<file path="config.mk">
export PLATFORM = sky130hd
export DESIGN_NAME = nvm_access_guard
export DESIGN_NICKNAME = d
export VERILOG_FILES = /design/src/rtl/nag_pkg.sv /design/src/rtl/nag_opt_regs.sv /design/src/rtl/nag_decide.sv /design/src/rtl/nag_resp.sv /design/src/rtl/nvm_access_guard.sv
export SDC_FILE = /design/constraint.sdc
export NUM_CORES = 1
export LEC_CHECK = 0
export ABC_AREA = 1
export BUFFER_PORTS_ARGS = -buffer_cell sky130_fd_sc_hd__buf_2
export CAP_MARGIN = 15
export CORE_MARGIN = 10
export CORE_UTILIZATION = 30
export CTS_CLUSTER_DIAMETER = 150
export DETAILED_ROUTE_END_ITERATION = 7
export PLACE_DENSITY = 0.67
export SYNTH_ARGS = -nofsm -noshare
export SYNTH_HDL_FRONTEND = slang
export SYNTH_SLANG_ARGS = --single-unit
</file>
<file path="constraint.sdc">
create_clock -name clk -period 3.9 [get_ports clk]
set_clock_uncertainty 0.1 [all_clocks]
set_input_delay 0.39 -clock clk [delete_from_list [all_inputs] [get_ports clk]]
set_output_delay 0.39 -clock clk [all_outputs]
set_load 0.1 [all_outputs]
</file>
<file path="src/rtl/nag_pkg.sv">
package nag_pkg;

    localparam int SECTOR_BITS = 12;

    localparam logic [1:0] SEL_LEVEL  = 2'd0;
    localparam logic [1:0] SEL_WPMASK = 2'd1;
    localparam logic [1:0] SEL_STATUS = 2'd2;

    typedef enum logic [1:0] {
        RDP_OPEN      = 2'd0,
        RDP_READ_LOCK = 2'd1,
        RDP_CHIP_LOCK = 2'd2
    } rdp_e;

    typedef struct packed {
        logic grant;
        logic deny;
        logic wp_hit;
        logic is_read;
    } verdict_t;

    // Only the two exact patterns 00 and 11 select the outer levels;
    // any disturbed pattern lands on the middle, protective level.
    function automatic rdp_e rdp_decode(input logic [1:0] raw);
        case (raw)
            2'b00:   return RDP_OPEN;
            2'b11:   return RDP_CHIP_LOCK;
            default: return RDP_READ_LOCK;
        endcase
    endfunction

endpackage

</file>
<file path="src/rtl/nag_opt_regs.sv">
module nag_opt_regs
    import nag_pkg::*;
#(
    parameter int PROG_SECTORS = 32,
    parameter int DW           = 32
) (
    input  logic                    clk,
    input  logic                    rst,
    input  logic [1:0]              boot_level,
    input  logic [PROG_SECTORS-1:0] boot_wp,
    input  logic                    reg_we,
    input  logic [1:0]              reg_sel,
    input  logic [DW-1:0]           reg_wdata,
    input  logic                    wp_set,
    output logic [DW-1:0]           reg_rdata,
    output rdp_e                    level,
    output logic [PROG_SECTORS-1:0] wp_mask,
    output logic                    wp_err
);

    logic [1:0]              lvl_q;
    logic [PROG_SECTORS-1:0] mask_q;
    logic                    err_q;
    logic                    locked;
    logic                    clr_req;

    assign locked  = (rdp_decode(lvl_q) == RDP_CHIP_LOCK);
    assign clr_req = reg_we && (reg_sel == SEL_STATUS) && reg_wdata[0];

    always_ff @(posedge clk) begin
        if (rst) begin
            lvl_q  <= boot_level;
            mask_q <= boot_wp;
            err_q  <= 1'b0;
        end else begin
            if (reg_we && !locked) begin
                if (reg_sel == SEL_LEVEL)  lvl_q  <= reg_wdata[1:0];
                if (reg_sel == SEL_WPMASK) mask_q <= reg_wdata[PROG_SECTORS-1:0];
            end
            if (wp_set)       err_q <= 1'b1;
            else if (clr_req) err_q <= 1'b0;
        end
    end

    always_comb begin
        case (reg_sel)
            SEL_LEVEL:  reg_rdata = DW'(lvl_q);
            SEL_WPMASK: reg_rdata = DW'(mask_q);
            SEL_STATUS: reg_rdata = DW'(err_q);
            default:    reg_rdata = '0;
        endcase
    end

    assign level   = rdp_decode(lvl_q);
    assign wp_mask = mask_q;
    assign wp_err  = err_q;

    a_r6_lock_freezes: assert property (@(posedge clk) disable iff (rst)
        (locked && reg_we) |=> ($stable(lvl_q) && $stable(mask_q)));

    a_r9_err_sticky: assert property (@(posedge clk) disable iff (rst)
        (err_q && !clr_req) |=> err_q);

    a_r9_set_wins: assert property (@(posedge clk) disable iff (rst)
        wp_set |=> err_q);

endmodule

</file>
<file path="src/rtl/nag_decide.sv">
module nag_decide
    import nag_pkg::*;
#(
    parameter int AW           = 18,
    parameter int PROG_SECTORS = 32,
    parameter int MW           = 2,
    parameter int DBG_MASTER   = 3
) (
    input  logic                         clk,
    input  logic                         rst,
    input  logic                         req_valid,
    input  logic [AW-SECTOR_BITS-1:0]    sector,
    input  logic                         req_write,
    input  logic [MW-1:0]                req_master,
    input  rdp_e                         level,
    input  logic [PROG_SECTORS-1:0]      wp_mask,
    input  logic                         dbg_attached,
    input  logic                         boot_ram,
    output verdict_t                     verdict
);

    localparam int PSW = $clog2(PROG_SECTORS);

    logic in_prog;
    logic prot_bit;
    logic rdp_block;

    assign in_prog  = int'(sector) < PROG_SECTORS;
    assign prot_bit = in_prog && wp_mask[sector[PSW-1:0]];

    always_comb begin
        case (level)
            RDP_OPEN:      rdp_block = 1'b0;
            RDP_CHIP_LOCK: rdp_block = (req_master == MW'(DBG_MASTER));
            default:       rdp_block = dbg_attached || boot_ram;
        endcase
    end

    always_comb begin
        verdict.is_read = !req_write;
        verdict.wp_hit  = req_valid && req_write && prot_bit;
        verdict.grant   = req_valid && !rdp_block && !(req_write && prot_bit);
        verdict.deny    = req_valid && !verdict.grant;
    end

    a_r4_read_lock_blocks: assert property (@(posedge clk) disable iff (rst)
        (req_valid && level == RDP_READ_LOCK && (dbg_attached || boot_ram)) |-> verdict.deny);

    a_r10_exclusive: assert property (@(posedge clk) disable iff (rst)
        $onehot0({verdict.grant, verdict.deny}));

endmodule

</file>
<file path="src/rtl/nag_resp.sv">
module nag_resp
    import nag_pkg::*;
#(
    parameter int DW = 32
) (
    input  logic          clk,
    input  logic          rst,
    input  verdict_t      verdict,
    input  logic [DW-1:0] mem_rdata,
    output logic          rsp_valid,
    output logic [DW-1:0] rsp_rdata,
    output logic          bus_err
);

    logic rd_ok_q;
    logic err_q;

    always_ff @(posedge clk) begin
        if (rst) begin
            rd_ok_q <= 1'b0;
            err_q   <= 1'b0;
        end else begin
            rd_ok_q <= verdict.grant && verdict.is_read;
            err_q   <= verdict.deny;
        end
    end

    assign rsp_valid = rd_ok_q;
    assign rsp_rdata = rd_ok_q ? mem_rdata : '0;
    assign bus_err   = err_q;

    a_r8_err_follows_deny: assert property (@(posedge clk) disable iff (rst)
        verdict.deny |=> bus_err);

    a_r8_err_zero_data: assert property (@(posedge clk) disable iff (rst)
        bus_err |-> (rsp_rdata == '0 && !rsp_valid));

endmodule

</file>
<file path="src/rtl/nvm_access_guard.sv">
module nvm_access_guard
    import nag_pkg::*;
#(
    parameter int AW           = 18,
    parameter int PROG_SECTORS = 32,
    parameter int DW           = 32,
    parameter int MW           = 2,
    parameter int DBG_MASTER   = 3
) (
    input  logic                    clk,
    input  logic                    rst,
    input  logic [1:0]              boot_level,
    input  logic [PROG_SECTORS-1:0] boot_wp,
    input  logic                    reg_we,
    input  logic [1:0]              reg_sel,
    input  logic [DW-1:0]           reg_wdata,
    output logic [DW-1:0]           reg_rdata,
    input  logic                    req_valid,
    input  logic [AW-1:0]           req_addr,
    input  logic                    req_write,
    input  logic [MW-1:0]           req_master,
    input  logic                    dbg_attached,
    input  logic                    boot_ram,
    output logic                    req_grant,
    output logic                    req_deny,
    output logic                    mem_re,
    output logic                    mem_we,
    output logic [AW-1:0]           mem_addr,
    input  logic [DW-1:0]           mem_rdata,
    output logic                    rsp_valid,
    output logic [DW-1:0]           rsp_rdata,
    output logic                    bus_err,
    output logic                    wp_err,
    output logic                    dbg_port_en,
    output logic                    ram_boot_en
);

    localparam int PSW = $clog2(PROG_SECTORS);

    rdp_e                    level;
    logic [PROG_SECTORS-1:0] wp_mask;
    verdict_t                verdict;

    nag_opt_regs #(.PROG_SECTORS(PROG_SECTORS), .DW(DW)) u_regs (
        .clk       (clk),
        .rst       (rst),
        .boot_level(boot_level),
        .boot_wp   (boot_wp),
        .reg_we    (reg_we),
        .reg_sel   (reg_sel),
        .reg_wdata (reg_wdata),
        .wp_set    (verdict.wp_hit),
        .reg_rdata (reg_rdata),
        .level     (level),
        .wp_mask   (wp_mask),
        .wp_err    (wp_err)
    );

    nag_decide #(.AW(AW), .PROG_SECTORS(PROG_SECTORS), .MW(MW), .DBG_MASTER(DBG_MASTER)) u_decide (
        .clk         (clk),
        .rst         (rst),
        .req_valid   (req_valid),
        .sector      (req_addr[AW-1:SECTOR_BITS]),
        .req_write   (req_write),
        .req_master  (req_master),
        .level       (level),
        .wp_mask     (wp_mask),
        .dbg_attached(dbg_attached),
        .boot_ram    (boot_ram),
        .verdict     (verdict)
    );

    nag_resp #(.DW(DW)) u_resp (
        .clk      (clk),
        .rst      (rst),
        .verdict  (verdict),
        .mem_rdata(mem_rdata),
        .rsp_valid(rsp_valid),
        .rsp_rdata(rsp_rdata),
        .bus_err  (bus_err)
    );

    assign req_grant   = verdict.grant;
    assign req_deny    = verdict.deny;
    assign mem_re      = verdict.grant && verdict.is_read;
    assign mem_we      = verdict.grant && !verdict.is_read;
    assign mem_addr    = verdict.grant ? req_addr : '0;
    assign dbg_port_en = (level != RDP_CHIP_LOCK);
    assign ram_boot_en = (level != RDP_CHIP_LOCK);

    a_r7_no_protected_write: assert property (@(posedge clk) disable iff (rst)
        (mem_we && int'(req_addr[AW-1:SECTOR_BITS]) < PROG_SECTORS)
            |-> !wp_mask[req_addr[SECTOR_BITS +: PSW]]);

    a_r5_lock_kills_debug: assert property (@(posedge clk) disable iff (rst)
        (reg_sel == SEL_LEVEL && reg_rdata[1:0] == 2'b11) |-> (!dbg_port_en && !ram_boot_en));

    a_r10_strobes_need_grant: assert property (@(posedge clk) disable iff (rst)
        (mem_re || mem_we) |-> (req_valid && !req_deny));

endmodule

</file>
## Word-level counts from Yosys, hierarchy flattened

Index checks and enable logic that the tools add are counted.

- Output and inout bits: 91
- Logic and storage cells: 55
- Register bits after elaboration: 37
- Bits of input ports: 127

- Equality and inequality tests: 6
- Reductions and logical operators: 27
- Muxes and demuxes: 15
- $lt $le $gt $ge: 2

Operators with widths:

| kind | count |
|---|---|
| $mux W32 | 4 |
| $pmux W32 S3 | 1 |
| $mux W18 | 1 |
| $logic_and A1 B1 Y1 | 12 |
| $eq A2 B2 Y1 const B | 4 |
| $reduce_bool A2 Y1 | 4 |
| $logic_not A2 Y1 | 3 |
| $lt A5 B6 Y1 const B | 1 |
| $lt A6 B6 Y1 const B | 1 |
| $mux W2 | 3 |
| $bmux W1 S5 | 1 |
| $logic_not A1 Y1 | 5 |
| $pmux W2 S2 | 1 |
| $reduce_and A2 Y1 | 2 |
| $mux W1 | 3 |
| $eq A2 B1 Y1 const B | 1 |
| $ne A2 B2 Y1 const B | 1 |
| $pmux W1 S2 | 1 |
| $logic_or A1 B1 Y1 | 1 |

## Logic depth before layout (Yosys ltp)

- Depth after elaboration: 9
- Mapped depth: 15
- Gate-level depth less buffers: 12

## Modules after synthesis

Synthesis repeated with hierarchy kept, for this count alone.

- Cell total of the unflattened synthesis: 432
- Area total of the unflattened synthesis: 2792.7 µm²

By module, submodules not included:

| module | cells an instance | times used | area each (µm²) | seq. area each (µm²) |
|---|---|---|---|---|
| nag_opt_regs | 228 | 1 | 1838.0 | 1041.0 |
| nag_decide | 86 | 1 | 435.4 | 0.0 |
| nag_resp | 73 | 1 | 329.1 | 40.0 |
| nvm_access_guard | 45 | 1 | 190.2 | 0.0 |

## Worst setup path after synthesis

Ideal clock, no wire load.

- Path type: register to register
- From: register u_regs.lvl_q[0]
- To: register u_regs.mask_q[0] (netlist: u_regs.wp_mask[0]), enable pin
- Period minus slack after synthesis: 4.255 ns
- Required time: 3.334 ns
- Setup time: 0.466 ns
- Path slack: -0.355 ns
- Stages on the path, launching flop included: 5
- Path buffers: 0
- Arrival: 3.690 ns
- Path through: edfxtp_1 > ha_1 > inv_1 > nand2_1 > o21ai_0

- Longest elaborated chain between the ends: 7
- Elaborated cells on any way between the ends: 8
- Those cells by class: eq/ne: 2; mux: 1; reduce/logical: 5

Ends and longest elaborated chain:

| element | line | RTL |
|---|---|---|
| from (decl) | nag_opt_regs.sv:21 | `logic [1:0] lvl_q;` |
| from (signal assigned) | nag_opt_regs.sv:32 | `lvl_q <= boot_level;` |
| from (signal assigned) | nag_opt_regs.sv:37 | `if (reg_sel == SEL_LEVEL) lvl_q <= reg_wdata[1:0];` |
| $eq A2 B2 Y1 or $logic_not A2 Y1 (tied branches) | nag_pkg.sv:25 | `case (raw)` |
| $pmux W2 S2 (*) | nag_pkg.sv:25 |  |
| $eq A2 B2 Y1 (*) | nag_opt_regs.sv:27 | `assign locked = (rdp_decode(lvl_q) == RDP_CHIP_LOCK);` |
| $logic_not A1 Y1 (*) | nag_opt_regs.sv:36 | `if (reg_we && !locked) begin` |
| $logic_and A1 B1 Y1 (*) | nag_opt_regs.sv:36 |  |
| $reduce_bool A2 Y1 (no line) (*) | n/a |  |
| $reduce_and A2 Y1 (no line) (*) | n/a |  |
| to (signal assigned) | nag_opt_regs.sv:33 | `mask_q <= boot_wp;` |
| to (signal assigned) | nag_opt_regs.sv:38 | `if (reg_sel == SEL_WPMASK) mask_q <= reg_wdata[PROG_SECTORS-1:0];` |
| to (decl) | nag_opt_regs.sv:22 | `logic [PROG_SECTORS-1:0] mask_q;` |

Every way passes the cells marked *; elsewhere a longest branch is shown, timed or not.
A chain may end at the register's enable or synchronous reset.

## Final worst setup path

- From: register u_regs.lvl_q[0]
- To: output mem_addr[12]

- Longest elaborated chain between the ends: 8
- Elaborated cells on any way between the ends: 10
- Those cells by class: eq/ne: 2; mux: 3; reduce/logical: 5

Ends and longest elaborated chain:

| element | line | RTL |
|---|---|---|
| $eq A2 B2 Y1 or $logic_not A2 Y1 (tied branches) | nag_pkg.sv:25 |  |
| $pmux W2 S2 (*) | nag_pkg.sv:25 |  |
| $eq A2 B2 Y1 or $logic_not A2 Y1 (tied branches) | nag_decide.sv:32 | `case (level)` |
| $pmux W1 S2 (*) | nag_decide.sv:32 |  |
| $logic_not A1 Y1 (*) | nag_decide.sv:42 | `verdict.grant = req_valid && !rdp_block && !(req_write && prot_bit);` |
| $logic_and A1 B1 Y1 (*) (2 in series) | nag_decide.sv:42 |  |
| $mux W18 (*) | nvm_access_guard.sv:87 | `assign mem_addr = verdict.grant ? req_addr : '0;` |
| to (decl) | nvm_access_guard.sv:28 | `output logic [AW-1:0] mem_addr,` |

Marked as above.

==> results.py <==
metrics = {
    "sta": {
        "hold_slack_ns": 0.2612,
        "slew_headroom": 0.3120,
        "tns_ns": 0,
        "tightest_slew_ns": 1.031,
        "rsz0062_at_grt": "no",
        "fmax_mhz": 346.5,
        "setup_viol": 0,
        "timing.final.crit_share": 0.7400,
        "drv_slew": 0,
        "hold_viol": 0,
        "min_period_ns": 2.886,
    },
    "route": {
        "drt-vias-per-instance": 4.335,
        "firstDrtPassIters": 4,
        "wl_per_cell_um": 14.75,
        "ant_nets": 0,
        "routed-via-count": 3186,
        "drtIter0Drc": 146,
        "drc_errors": 0,
        "drt_wl_total_um": 10840,
    },
    "critical_path": {
        "worstRegToRegCells": 4,
        "start_kind": "register",
        "crit_arrival_ns": 2.40,
        "crit_path_end_kind": "output pin",
        "critPathKind": "reg -> out",
        "cp.required_ns": 3.41,
        "path_max_fanout": 18,
    },
    "status": {
        "outcome": "finished clean",
    },
    "global_routing": {
        "grt_max_degree": 39,
        "grt_pass1_wl_um": 16470,
        "grt.total_usage": 0.1517,
        "antenna_found_initial": 0,
        "overflow": 0,
        "grt_pass1_vias": 3344,
    },
    "place": {
        "dpl.hpwl_um": 9178,
        "place_inst": 727,
        "place_congestion": 0.7910,
        "placed_cell_area_um2": 3849,
        "portBuffers": 217,
    },
    "hold_path": {
        "holdPathStages": 3,
        "hold_path_class": "in -> reg",
    },
    "clock_tree": {
        "cts_hold_buffers": 0,
        "cts_sinks": 37,
        "clockRootBuffer": "clkbuf_8",
        "cts_max_path_buffers": 2,
        "post-cts-setup-buffer-count": 0,
        "cts_tree": "done",
        "cts_buffers": 5,
        "cts_resized": 0,
        "path_clk_slew_ns": 0.07,
        "clkLatencyLatePin_ns": 0.28,
        "htreeDepth": 2,
    },
    "power": {
        "total_power_mw": 1.413,
        "p_leak_nw": 2.626,
        "power_density_nw_per_um2": 358.7,
        "ir_worst_vdd_mv": 0.1506,
    },
    "die": {
        "dieHeight_um": 115.4,
        "core_um2": 8806,
        "row_count": 34,
        "io_pins": 218,
        "initial_core_util": 0.3097,
        "dieArea_um2": 13310,
        "die_w_um": 115.4,
    },
    "logic_synthesis": {
        "syn-mean-instance-area_um2": 6.494,
        "syn-num-nets": 548,
        "ys.warnings.count": 0,
        "netlist_area_um2": 2728,
        "synth_seq_cells": 37,
        "synth_cell_types": 26,
        "seq_area_frac_synth": 0.3963,
        "syn_inst": 420,
    },
    "layout": {
        "fillers": 911,
        "final_cell_mix": "buf_2 (217), nand2_1 (174), inv_1 (86)",
        "syn2layout_area_growth_pct": 44.40,
        "n_antenna_cell": 0,
        "final_common_cell": "buf_2",
        "layout-drive-gt1-share": 0.3939,
        "stdcell_count": 735,
        "fin_nets": 754,
        "stdcell_area_um2": 3939,
    },
    "flow_run": {
        "maxCapViolations": 0,
    },
}
==> routing by layer <==
metal | vias to the layer above | share of wire | GRT usage
met4 | 0 | 0.0097 | 0.03716
met2 | 110 | 0.52 | 0.2822
met1 | 1421 | 0.40 | 0.1704
li1 | 1646 | - | -
met3 | 9 | 0.064 | 0.03385
met5 | - | 0 | 0
==> final cells by class <==
class,count,area [µm²],share of cell area
multi-input combinational,274,1191,0.3024
timing repair buffer,218,1094,0.2776
sequential,37,1081,0.2745
inverter,90,347.8,0.08831
tap,108,135.1,0.03431
clock buffer,8,90.09,0.02287
==> state kept, by name, indices dropped and copies added (netlist names) <==
signal and flops:
u_regs.wp_mask 32, u_regs.wp_err 1, u_regs.lvl_q 2, u_resp.bus_err 1, u_resp.rsp_valid 1
==> through the flow <==
| stage | worst slack [ns] | utilization |
|---|---|---|
| after global placement | 1.239 | 0.4371 |
| after CTS | 0.9914 | 0.4473 |
| after floorplan | 0.5063 | - |
| final | 1.014 | 0.4473 |
| after global routing | 0.8568 | 0.4473 |
| after detailed placement | 1.147 | 0.4371 |
==> worst paths after layout <==
path | slack [ns] | to | from
worst min-delay path | 0.26 | u_regs.wp_mask[3]$_DFFE_PP_ | reg_wdata[3]
worst max-delay path | 1.01 | mem_addr[12] | u_regs.lvl_q[0]$_DFFE_PP_
worst min register to register | 0.40 | u_regs.wp_err$_SDFFE_PP0P_ | u_regs.wp_err$_SDFFE_PP0P_
worst max register to register | 1.76 | u_regs.wp_mask[17]$_DFFE_PP_ | u_regs.lvl_q[0]$_DFFE_PP_
==> cell usage after synthesis <==
cell type,n,area share
a21oi_1,1,0.0018
a22o_1,1,0.0032
buf_12,1,0.0073
buf_2,1,0.0018
buf_4,1,0.0028
buf_6,2,0.0083
buf_8,1,0.0055
clkbuf_1,13,0.018
clkinv_1,1,0.0014
dfxtp_1,3,0.022
edfxtp_1,34,0.37
ha_1,1,0.0046
inv_1,86,0.12
inv_4,2,0.0046
inv_6,1,0.0032
nand2_1,174,0.24
nand2_2,5,0.011
nand2_4,1,0.0041
nand3_1,28,0.051
nand3_2,3,0.011
nand4_1,2,0.0046
nor2_1,44,0.061
nor2_2,5,0.011
nor2_4,5,0.021
o21ai_0,3,0.0055
o31ai_1,1,0.0028
==> critical path: stages (launching register included) <==
cell and delay (ns):
edfxtp_1 0.41, ha_1 0.32, o21ai_0 0.08, o21ai_0 0.16, nor2_1 0.18, nand2_1 0.16
nand2_4 0.12, inv_4 0.12, nor2_2 0.11, buf_2 0.44
==> cells by family (layout without fill, tap and decap cells) <==
family	count (synthesis)	after routing	synth area share
AND/OR/NAND/NOR	267	267	0.4147
AO/OA/AOI/OAI	6	6	0.01330
buffers and inverters	109	316	0.1711
adder cells (fa/ha/maj)	1	1	0.004586
flip-flops	37	37	0.3963
==> report_power, final <==
part	switching, mW	internal [mW]
Sequential	0.0234	0.473
Clock	0.131	0.144
Combinational	0.515	0.127
Power figures use the tool's default switching activity.
